<file path="src/rtl/ce_pkg.sv">
package ce_pkg;
  localparam logic [3:0] REG_BASE  = 4'd0;
  localparam logic [3:0] REG_SIZE  = 4'd1;
  localparam logic [3:0] REG_WR    = 4'd2;
  localparam logic [3:0] REG_RD    = 4'd3;
  localparam logic [3:0] REG_WM    = 4'd4;
  localparam logic [3:0] REG_CTRL  = 4'd5;
  localparam logic [3:0] REG_IEN   = 4'd6;
  localparam logic [3:0] REG_ISTAT = 4'd7;
  localparam int RING_STRIDE = 8;
  localparam int FLG_GATHER = 0;
  localparam int FLG_SWAP   = 1;
  localparam int NSTAT      = 5;

  typedef enum logic [3:0] {
    ST_IDLE, ST_DADDR, ST_SADDR, ST_SMETA, ST_LEN,
    ST_RD, ST_WR, ST_NEXT, ST_GWAIT, ST_WB, ST_FIN
  } ce_state_t;

  function automatic logic [31:0] rev_bytes(input logic [31:0] d);
    return {d[7:0], d[15:8], d[23:16], d[31:24]};
  endfunction
endpackage

</file>
<file path="src/rtl/ce_ring_ctl.sv">
module ce_ring_ctl #(
  parameter int AW = 12,
  parameter int IW = 3
) (
  input  logic          clk,
  input  logic          rst,
  input  logic          we_base,
  input  logic          we_size,
  input  logic          we_wr,
  input  logic          we_wm,
  input  logic [31:0]   wdata,
  input  logic          adv,
  output logic [AW-1:0] base,
  output logic [IW-1:0] mask,
  output logic [IW-1:0] wr_idx,
  output logic [IW-1:0] rd_idx,
  output logic [15:0]   wm,
  output logic          pending,
  output logic          hi_ev,
  output logic          lo_ev
);
  logic [IW-1:0] hi_m, lo_m, occ, occ_q;

  assign pending = (wr_idx != rd_idx);
  assign occ     = (wr_idx - rd_idx) & mask;
  assign wm      = {8'(hi_m), 8'(lo_m)};

  always_ff @(posedge clk) begin
    if (rst) begin
      base   <= '0;
      mask   <= '1;
      wr_idx <= '0;
      rd_idx <= '0;
      hi_m   <= '1;
      lo_m   <= '0;
      occ_q  <= '0;
      hi_ev  <= 1'b0;
      lo_ev  <= 1'b0;
    end else begin
      if (we_base && !pending) base <= wdata[AW-1:0];
      if (we_size && !pending) mask <= IW'(wdata[IW-1:0] - IW'(1));
      if (we_wr) wr_idx <= wdata[IW-1:0] & mask;
      if (adv) rd_idx <= (rd_idx + IW'(1)) & mask;
      if (we_wm) begin
        lo_m <= wdata[IW-1:0];
        hi_m <= wdata[8+IW-1:8];
      end
      occ_q <= occ;
      hi_ev <= (occ > hi_m) && (occ_q <= hi_m);
      lo_ev <= (occ < lo_m) && (occ_q >= lo_m);
    end
  end
endmodule

</file>
<file path="src/rtl/ce_desc_engine.sv">
module ce_desc_engine
  import ce_pkg::*;
#(
  parameter int AW = 12,
  parameter int IW = 3
) (
  input  logic          clk,
  input  logic          rst,
  input  logic          reg_we,
  input  logic          reg_re,
  input  logic [3:0]    reg_addr,
  input  logic [31:0]   reg_wdata,
  output logic [31:0]   reg_rdata,
  output logic          mem_re,
  output logic          mem_we,
  output logic [AW-1:0] mem_addr,
  output logic [31:0]   mem_wdata,
  input  logic [31:0]   mem_rdata,
  output logic          irq
);
  localparam int NR  = 2;
  localparam int WCW = 15;

  logic [NR-1:0] we_base, we_size, we_wr, we_wm, adv, pend, hi_ev, lo_ev;
  logic [NR-1:0][AW-1:0] base;
  logic [NR-1:0][IW-1:0] mask, wr_idx, rd_idx;
  logic [NR-1:0][15:0]   wm;

  for (genvar g = 0; g < NR; g++) begin : g_ring
    localparam logic [3:0] OFS = 4'(RING_STRIDE * g);
    assign we_base[g] = reg_we && (reg_addr == OFS + REG_BASE);
    assign we_size[g] = reg_we && (reg_addr == OFS + REG_SIZE);
    assign we_wr[g]   = reg_we && (reg_addr == OFS + REG_WR);
    assign we_wm[g]   = reg_we && (reg_addr == OFS + REG_WM);
    ce_ring_ctl #(.AW(AW), .IW(IW)) u_ring (
      .clk(clk), .rst(rst), .we_base(we_base[g]), .we_size(we_size[g]),
      .we_wr(we_wr[g]), .we_wm(we_wm[g]), .wdata(reg_wdata), .adv(adv[g]),
      .base(base[g]), .mask(mask[g]), .wr_idx(wr_idx[g]), .rd_idx(rd_idx[g]),
      .wm(wm[g]), .pending(pend[g]), .hi_ev(hi_ev[g]), .lo_ev(lo_ev[g])
    );
  end

  // control, enables, status
  logic [15:0]       dmax;
  logic              src_swap_en, dst_swap_en;
  logic [NSTAT-1:0]  int_en, int_stat, stat_set, stat_clr;
  ce_state_t         st;
  logic [AW-1:0]     sptr, dptr, s_desc, d_desc;
  logic [WCW-1:0]    wcnt, words;
  logic [15:0]       total, flg, take;
  logic              load_dptr, do_swap;

  assign stat_set = {lo_ev[1], hi_ev[1], lo_ev[0], hi_ev[0], st == ST_FIN};
  assign stat_clr = (reg_we && reg_addr == REG_ISTAT) ? reg_wdata[NSTAT-1:0] : '0;
  assign adv      = {st == ST_FIN, st == ST_NEXT};

  always_ff @(posedge clk) begin
    if (rst) begin
      dmax        <= 16'hFFFF;
      src_swap_en <= 1'b0;
      dst_swap_en <= 1'b0;
      int_en      <= '0;
      int_stat    <= '0;
      irq         <= 1'b0;
    end else begin
      if (reg_we && reg_addr == REG_CTRL) begin
        dmax        <= reg_wdata[15:0];
        src_swap_en <= reg_wdata[16];
        dst_swap_en <= reg_wdata[17];
      end
      if (reg_we && reg_addr == REG_IEN) int_en <= reg_wdata[NSTAT-1:0];
      int_stat <= (int_stat & ~stat_clr) | stat_set;
      irq      <= |(int_stat & int_en);
    end
  end

  // register read path
  logic [31:0] rd_mux;
  logic        rsel;
  always_comb begin
    rsel   = reg_addr[3];
    rd_mux = '0;
    case (reg_addr)
      REG_CTRL:  rd_mux = {14'b0, dst_swap_en, src_swap_en, dmax};
      REG_IEN:   rd_mux = 32'(int_en);
      REG_ISTAT: rd_mux = 32'(int_stat);
      default: begin
        case (reg_addr[2:0])
          REG_BASE[2:0]: rd_mux = 32'(base[rsel]);
          REG_SIZE[2:0]: rd_mux = 32'(mask[rsel]) + 32'd1;
          REG_WR[2:0]:   rd_mux = 32'(wr_idx[rsel]);
          REG_RD[2:0]:   rd_mux = 32'(rd_idx[rsel]);
          REG_WM[2:0]:   rd_mux = 32'(wm[rsel]);
          default:       rd_mux = '0;
        endcase
      end
    endcase
  end

  always_ff @(posedge clk) begin
    if (rst) reg_rdata <= '0;
    else if (reg_re) reg_rdata <= rd_mux;
  end

  // descriptor walker
  assign s_desc  = base[0] + AW'({rd_idx[0], 1'b0});
  assign d_desc  = base[1] + AW'({rd_idx[1], 1'b0});
  assign take    = (mem_rdata[15:0] > dmax) ? dmax : mem_rdata[15:0];
  assign words   = WCW'((17'(take) + 17'd3) >> 2);
  assign do_swap = flg[FLG_SWAP] && (src_swap_en || dst_swap_en);

  always_comb begin
    mem_re    = 1'b0;
    mem_we    = 1'b0;
    mem_addr  = '0;
    mem_wdata = '0;
    case (st)
      ST_DADDR: begin mem_re = 1'b1; mem_addr = d_desc; end
      ST_SADDR: begin mem_re = 1'b1; mem_addr = s_desc; end
      ST_SMETA: begin mem_re = 1'b1; mem_addr = s_desc + AW'(1); end
      ST_RD:    begin mem_re = 1'b1; mem_addr = sptr; end
      ST_WR: begin
        mem_we    = 1'b1;
        mem_addr  = dptr;
        mem_wdata = do_swap ? rev_bytes(mem_rdata) : mem_rdata;
      end
      ST_WB: begin
        mem_we    = 1'b1;
        mem_addr  = d_desc + AW'(1);
        mem_wdata = {flg & ~(16'd1 << FLG_GATHER), total};
      end
      default: ;
    endcase
  end

  always_ff @(posedge clk) begin
    if (rst) begin
      st        <= ST_IDLE;
      sptr      <= '0;
      dptr      <= '0;
      wcnt      <= '0;
      total     <= '0;
      flg       <= '0;
      load_dptr <= 1'b0;
    end else begin
      case (st)
        ST_IDLE: if (&pend) begin
          st        <= ST_DADDR;
          total     <= '0;
          load_dptr <= 1'b1;
        end
        ST_DADDR: st <= ST_SADDR;
        ST_SADDR: begin
          if (load_dptr) dptr <= mem_rdata[AW-1:0];
          load_dptr <= 1'b0;
          st        <= ST_SMETA;
        end
        ST_SMETA: begin
          sptr <= mem_rdata[AW-1:0];
          st   <= ST_LEN;
        end
        ST_LEN: begin
          flg   <= mem_rdata[31:16];
          total <= total + take;
          wcnt  <= words;
          st    <= (words == '0) ? ST_NEXT : ST_RD;
        end
        ST_RD: st <= ST_WR;
        ST_WR: begin
          sptr <= sptr + AW'(1);
          dptr <= dptr + AW'(1);
          wcnt <= wcnt - WCW'(1);
          st   <= (wcnt == WCW'(1)) ? ST_NEXT : ST_RD;
        end
        ST_NEXT:  st <= flg[FLG_GATHER] ? ST_GWAIT : ST_WB;
        ST_GWAIT: if (pend[0]) st <= ST_SADDR;
        ST_WB:    st <= ST_FIN;
        ST_FIN:   st <= ST_IDLE;
        default:  st <= ST_IDLE;
      endcase
    end
  end
endmodule

</file>
<file path="config.mk">
export PLATFORM = sky130hd
export DESIGN_NAME = ce_desc_engine
export DESIGN_NICKNAME = d
export VERILOG_FILES = /design/src/rtl/ce_pkg.sv /design/src/rtl/ce_ring_ctl.sv /design/src/rtl/ce_desc_engine.sv
export SDC_FILE = /design/constraint.sdc
export NUM_CORES = 1
export LEC_CHECK = 0
export BUFFER_PORTS_ARGS = -buffer_cell sky130_fd_sc_hd__clkbuf_2
export CAP_MARGIN = 20
export CORE_MARGIN = 2
export CORE_UTILIZATION = 25
export DETAILED_ROUTE_END_ITERATION = 16
export PLACE_DENSITY = 0.52
export SETUP_SLACK_MARGIN = 0.4
export SLEW_MARGIN = 20
export SYNTH_ARGS = -nofsm -noshare
export SYNTH_HDL_FRONTEND = slang
export SYNTH_SLANG_ARGS = --single-unit
</file>
<file path="constraint.sdc">
create_clock -name clk -period 4.05 [get_ports clk]
set_input_delay 0 -clock clk [delete_from_list [all_inputs] [get_ports clk]]
set_output_delay 0 -clock clk [all_outputs]
set_load 0.05 [all_outputs]
</file>
# Word level (Yosys, flattened, before mapping)
# Cells that the tools add are included.
# op_classes
addsub	15
order_cmp	10
eq_ne	30
mux	33
bitwise_logic	10
n_reduce_logical	40
# ops
operator	n
one-hot mux 16 bit (5 select lines)	1
one-hot mux 12 bit (6 select lines)	1
one-hot mux 32 bit (2 select lines)	1
one-hot mux 18 bit (3 select lines)	1
adder 12 x 1 -> 12 bit, second input constant	4
two-way mux 16 bit	3
one-hot mux 12 bit (2 select lines)	2
one-hot mux 4 bit (10 select lines)	1
two-way mux 12 bit	3
== test 4 x 3 -> 1 bit, second input constant	8
two-way mux 32 bit	1
one-hot mux 16 bit (2 select lines)	1
one-hot mux 15 bit (2 select lines)	1
== test 4 bit, second input constant	7
adder 12 x 4 -> 12 bit	2
logical AND 1 bit	20
AND 3 bit	6
two-way mux 3 bit	6
adder 16 x 2 -> 17 bit, second input constant	1
adder 16 bit	1
greater-than comparator 16 bit	1
== test 15 x 1 -> 1 bit, second input constant	1
logical NOT 15 bit	1
subtractor 15 x 1 -> 15 bit, second input constant	1
other kinds (35)	63
# word_totals
ff_bits	201
out_inout_bits	79
elab_cells	170

# Depth between registers and ports, before layout
# logic_depth
ltp_word	6
mapped_depth	22
depth_no_buf	19

# By module
# A second synthesis with hierarchy kept.
# unflattened
cells_unflattened	1700
hier_area_um2	13057.5
# modules_own_cells
module	n_inst	cells_each	area_each_um2	seq_area_each_um2
ce_desc_engine	1	1334	9783.1	2462.4
ce_ring_ctl at g_ring[0].u_ring	1	183	1637.8	640.6
ce_ring_ctl at g_ring[1].u_ring	1	183	1636.6	640.6

# Worst setup path before layout
# Ideal clock, no wire load.
# synth_path
path_kind	flip-flop to flip-flop
from	register dmax[13]
to	register total[14]
setup_ns	0.117
arrival_ns	4.120
required_ns	3.933
slack_ns	-0.188
path_stages_with_launch	20
n_path_buf	3
period_less_slack_ns	4.238
path_cell_list	dfxtp_1 -> inv_1 -> ha_1 -> nand4_2 -> nor4_1 -> a21boi_1 -> o31a_1 -> buf_6 -> buf_6 -> buf_2 -> mux2_2 -> ha_1 -> nor2b_1 -> o21a_1 -> o21ai_0 -> a211oi_1 -> o31a_1 -> a31oi_1 -> xnor2_1 -> a32o_1
# synth_via
elab_chain_cells	4
# synth_lines
element	line	source
start, declared	ce_desc_engine.sv:44	logic [15:0] dmax;
start signal, assigned	ce_desc_engine.sv:67	dmax <= reg_wdata[15:0];
greater-than comparator 16 bit	ce_desc_engine.sv:108	assign take = (mem_rdata[15:0] > dmax) ? dmax : mem_rdata[15:0];
two-way mux 16 bit *	ce_desc_engine.sv:108	
adder 16 bit *	ce_desc_engine.sv:164	total <= total + take;
one-hot mux 16 bit (2 select lines) *	ce_desc_engine.sv:146	case (st)
end signal, assigned	ce_desc_engine.sv:164	
end, declared	ce_desc_engine.sv:50	logic [15:0] total, flg, take;
# Mark *: on every way between the ends. The rest lies on a longest branch, timed or not.
# A chain may end at the register's enable or synchronous reset.

# Final worst setup path
# layout_path
from	register dmax[15]
to	register total[15]
# The elaborated chain is that of the path after synthesis.

==> run metrics <==
status=completed; Die ar.=0.0517 sq mm; Worst VDD drop=0.272 mV; register area=0.00377 sq mm; ANT cells=0; final setup margin=0.126 ns; crit end category=flop; dominant synthesized flop cell=dfxtp_1; synth unique cells=76; Residual DRC=0; Clock Path Buffers=2; pre-CTS WS=0.00528 ns; nets@finish=1879; # IOs=151; worst setup path start=dmax[15]; # setup viols final=0; area growth from synthesis to layout=23.3%; Die Y-Extent=227 um; Fillers=5305; Required @ worst endpoint=4.43 ns; hpwl dp=35400 um; slew margin rel.=39.5%; initial antenna violation count=0; commonest non-fill, non-tap cell in the layout=nor2_1; Clock Skew=0.0147 ns; Period minus WS final=3.92 ns; sequential fraction of the synthesis area=30.0%; routability cong.=0.935; R2R setup slack=0.13 ns; Initial Util=25.4%; Mapped Area=0.0125 sq mm; largest net degree at the start of global routing=87; clk_lat worst skew=0.46 ns; Mapped Avg Cell Area=7.89 sq um; Max Fclk=255 MHz; CTS H-tree lvls=4; hold_sp=rst; DR WL/cell=19.7 um; Overall Global Routing Usage=18.1%; most frequent cells in the layout=nor2_1 (175), dfxtp_1 (172), nand2_1 (164), clkbuf_2 (118), a21oi_1 (114); Clock transition at path regs=0.09 ns; first-pass GRT wire length=71200 um; Vias/cell=5.19; Fin. Hold Viols=0; #FFs+latches synth=187; critical path type=reg -> reg; Pre-antenna DRT Iters=8; Syn. warnings=0; Worst EP arrival=4.31 ns; TritonCTS Buffers=17; Final Hold Slack=0.0363 ns; clock sink count=187; post-route cell area=0.0154 sq mm; CTS tree=built; dpl cell area=0.0141 sq mm; initial drt markers=957; Pwr Density=272 mW/mm^2; port bufs=122; via count=12500; Cells after Synth=1583; area of the multi-input gates=0.00852 sq mm; total global routing overflow=0; die width=227 um; Routed Wire Length=47400 um; root buffer cell=clkbuf_16; Lkg Pwr=0.00623 uW; Reg2Reg Launch Point=dmax[15]; crit share post-route=96.9%; Worst Tran Pin Value=0.905 ns; Max-Cap Viols=0; placed insts=2324; Final Non-Filler Cells=2407; Min-Delay Path Class=in -> reg; post-route antenna net violation count=0; CP startpoint kind=flop; fraction of layout cells with a size suffix above 1=18.6%; number of global-route vias before repair=11800; Max Slew Vio Count=0; FP Rows=81; EDFF count, synth=0; core area=0.0492 sq mm; ys async rst share=0%; crit-path max FO=6; unrepaired setup endpoints after global routing=true
==> power by group <==
group,internal [uW],switching [uW]
Combinational,207,380
Sequential,1860,26.7
Clock,823,882
Total,2890,1290
==> layout make-up <==
cell class	count	area share, %
clock buffer	17	2.76
clock inverter	15	1.01
inverter	56	1.38
multi-input combinational	1246	55.3
sequential	187	24.5
tap	664	5.40
timing repair buffer	222	9.66
==> registers in the layout, indices dropped and copies added (netlist names), 4 cells and up <==
name,count
g_ring.u_ring.base,24
reg_rdata,18
dmax,16
flg,16
total,16
wcnt,15
dptr,12
sptr,12
g_ring.u_ring.hi_m,6
g_ring.u_ring.lo_m,6
g_ring.u_ring.mask,6
g_ring.u_ring.occ_q,6
g_ring.u_ring.rd_idx,6
g_ring.u_ring.wr_idx,6
int_en,5
int_stat,5
st,4
==> stage by stage <==
stage	setup TNS, ns	util [%]	total power [uW]
2_1_floorplan	0	-	2260
3_3_place_gp	0	28.6	2470
6_report	0	31.3	4180
3_5_place_dp	0	28.6	2470
5_1_grt	-0.0514	31.3	4360
4_1_cts	0	31.0	4220
==> cell families after synthesis <==
| family | after synthesis | synth area share [%] |
|---|---|---|
| AO/OA/AOI/OAI | 402 | 21.1 |
| XOR/XNOR | 50 | 3.51 |
| adder cells (fa/ha/maj) | 77 | 8.02 |
| buffers and inverters | 164 | 5.52 |
| flip-flops | 187 | 30.0 |
| multiplexers | 126 | 10.4 |
| other | 1 | 0.0300 |
| AND/OR/NAND/NOR | 576 | 21.5 |
==> worst paths after layout <==
kind	to	cells after the start
worst max-delay path	total[15]	16
worst max register to register	total[15]	16
worst min register to register	int_stat[3]	2
worst min-delay path	g_ring[1].u_ring.base[10]	2
==> what timing repair did <==
item,in CTS,in global routing
pin swaps,12,23
gates resized for setup,30,26
hold endpoints to repair,58,0
hold buffers,34,0
setup endpoints to repair,16,15
setup buffers,10,6
cloned,1,0
==> synth_stat cells (15+ instances only) <==
cell,count,area share (%)
dfxtp_1,187,30
nor2_1,180,5.4
nand2_1,166,5.0
a21oi_1,123,4.9
mux2i_1,107,8.6
clkbuf_1,81,2.4
o21ai_0,80,3.2
ha_1,72,7.2
inv_1,56,1.7
nand3_1,49,2.0
nor3_1,39,1.6
xnor2_1,32,2.2
and3_1,27,1.4
a211o_1,26,1.8
a22oi_1,25,1.5
a211oi_1,23,1.4
nand2b_1,23,1.2
nor2b_1,22,1.1
xor2_1,18,1.3
mux2_2,16,1.4
a21o_1,15,0.90
buf_4,15,0.90
nand4_1,15,0.75
==> worst max-delay path, cell delays in order (launching register included) <==
cell	delay, ns
dfxtp_2	0.35
inv_1	0.07
ha_4	0.29
nand4_4	0.13
nor4_4	0.30
a21boi_4	0.26
o31a_4	0.26
mux2_4	0.34
ha_4	0.23
a211oi_4	0.28
o21ai_2	0.10
a21oi_2	0.20
a211oi_2	0.11
o31ai_2	0.30
xnor2_1	0.14
or3_1	0.33
a31oi_2	0.14
==> routing by layer <==
layer	share of wire (%)	GRT usage, %
met3	5.2	2.39
met1	44	23.9
met4	3.6	7.15
met5	0	0
met2	47	29.8
Note: power is estimated with default switching activity, not from simulation.
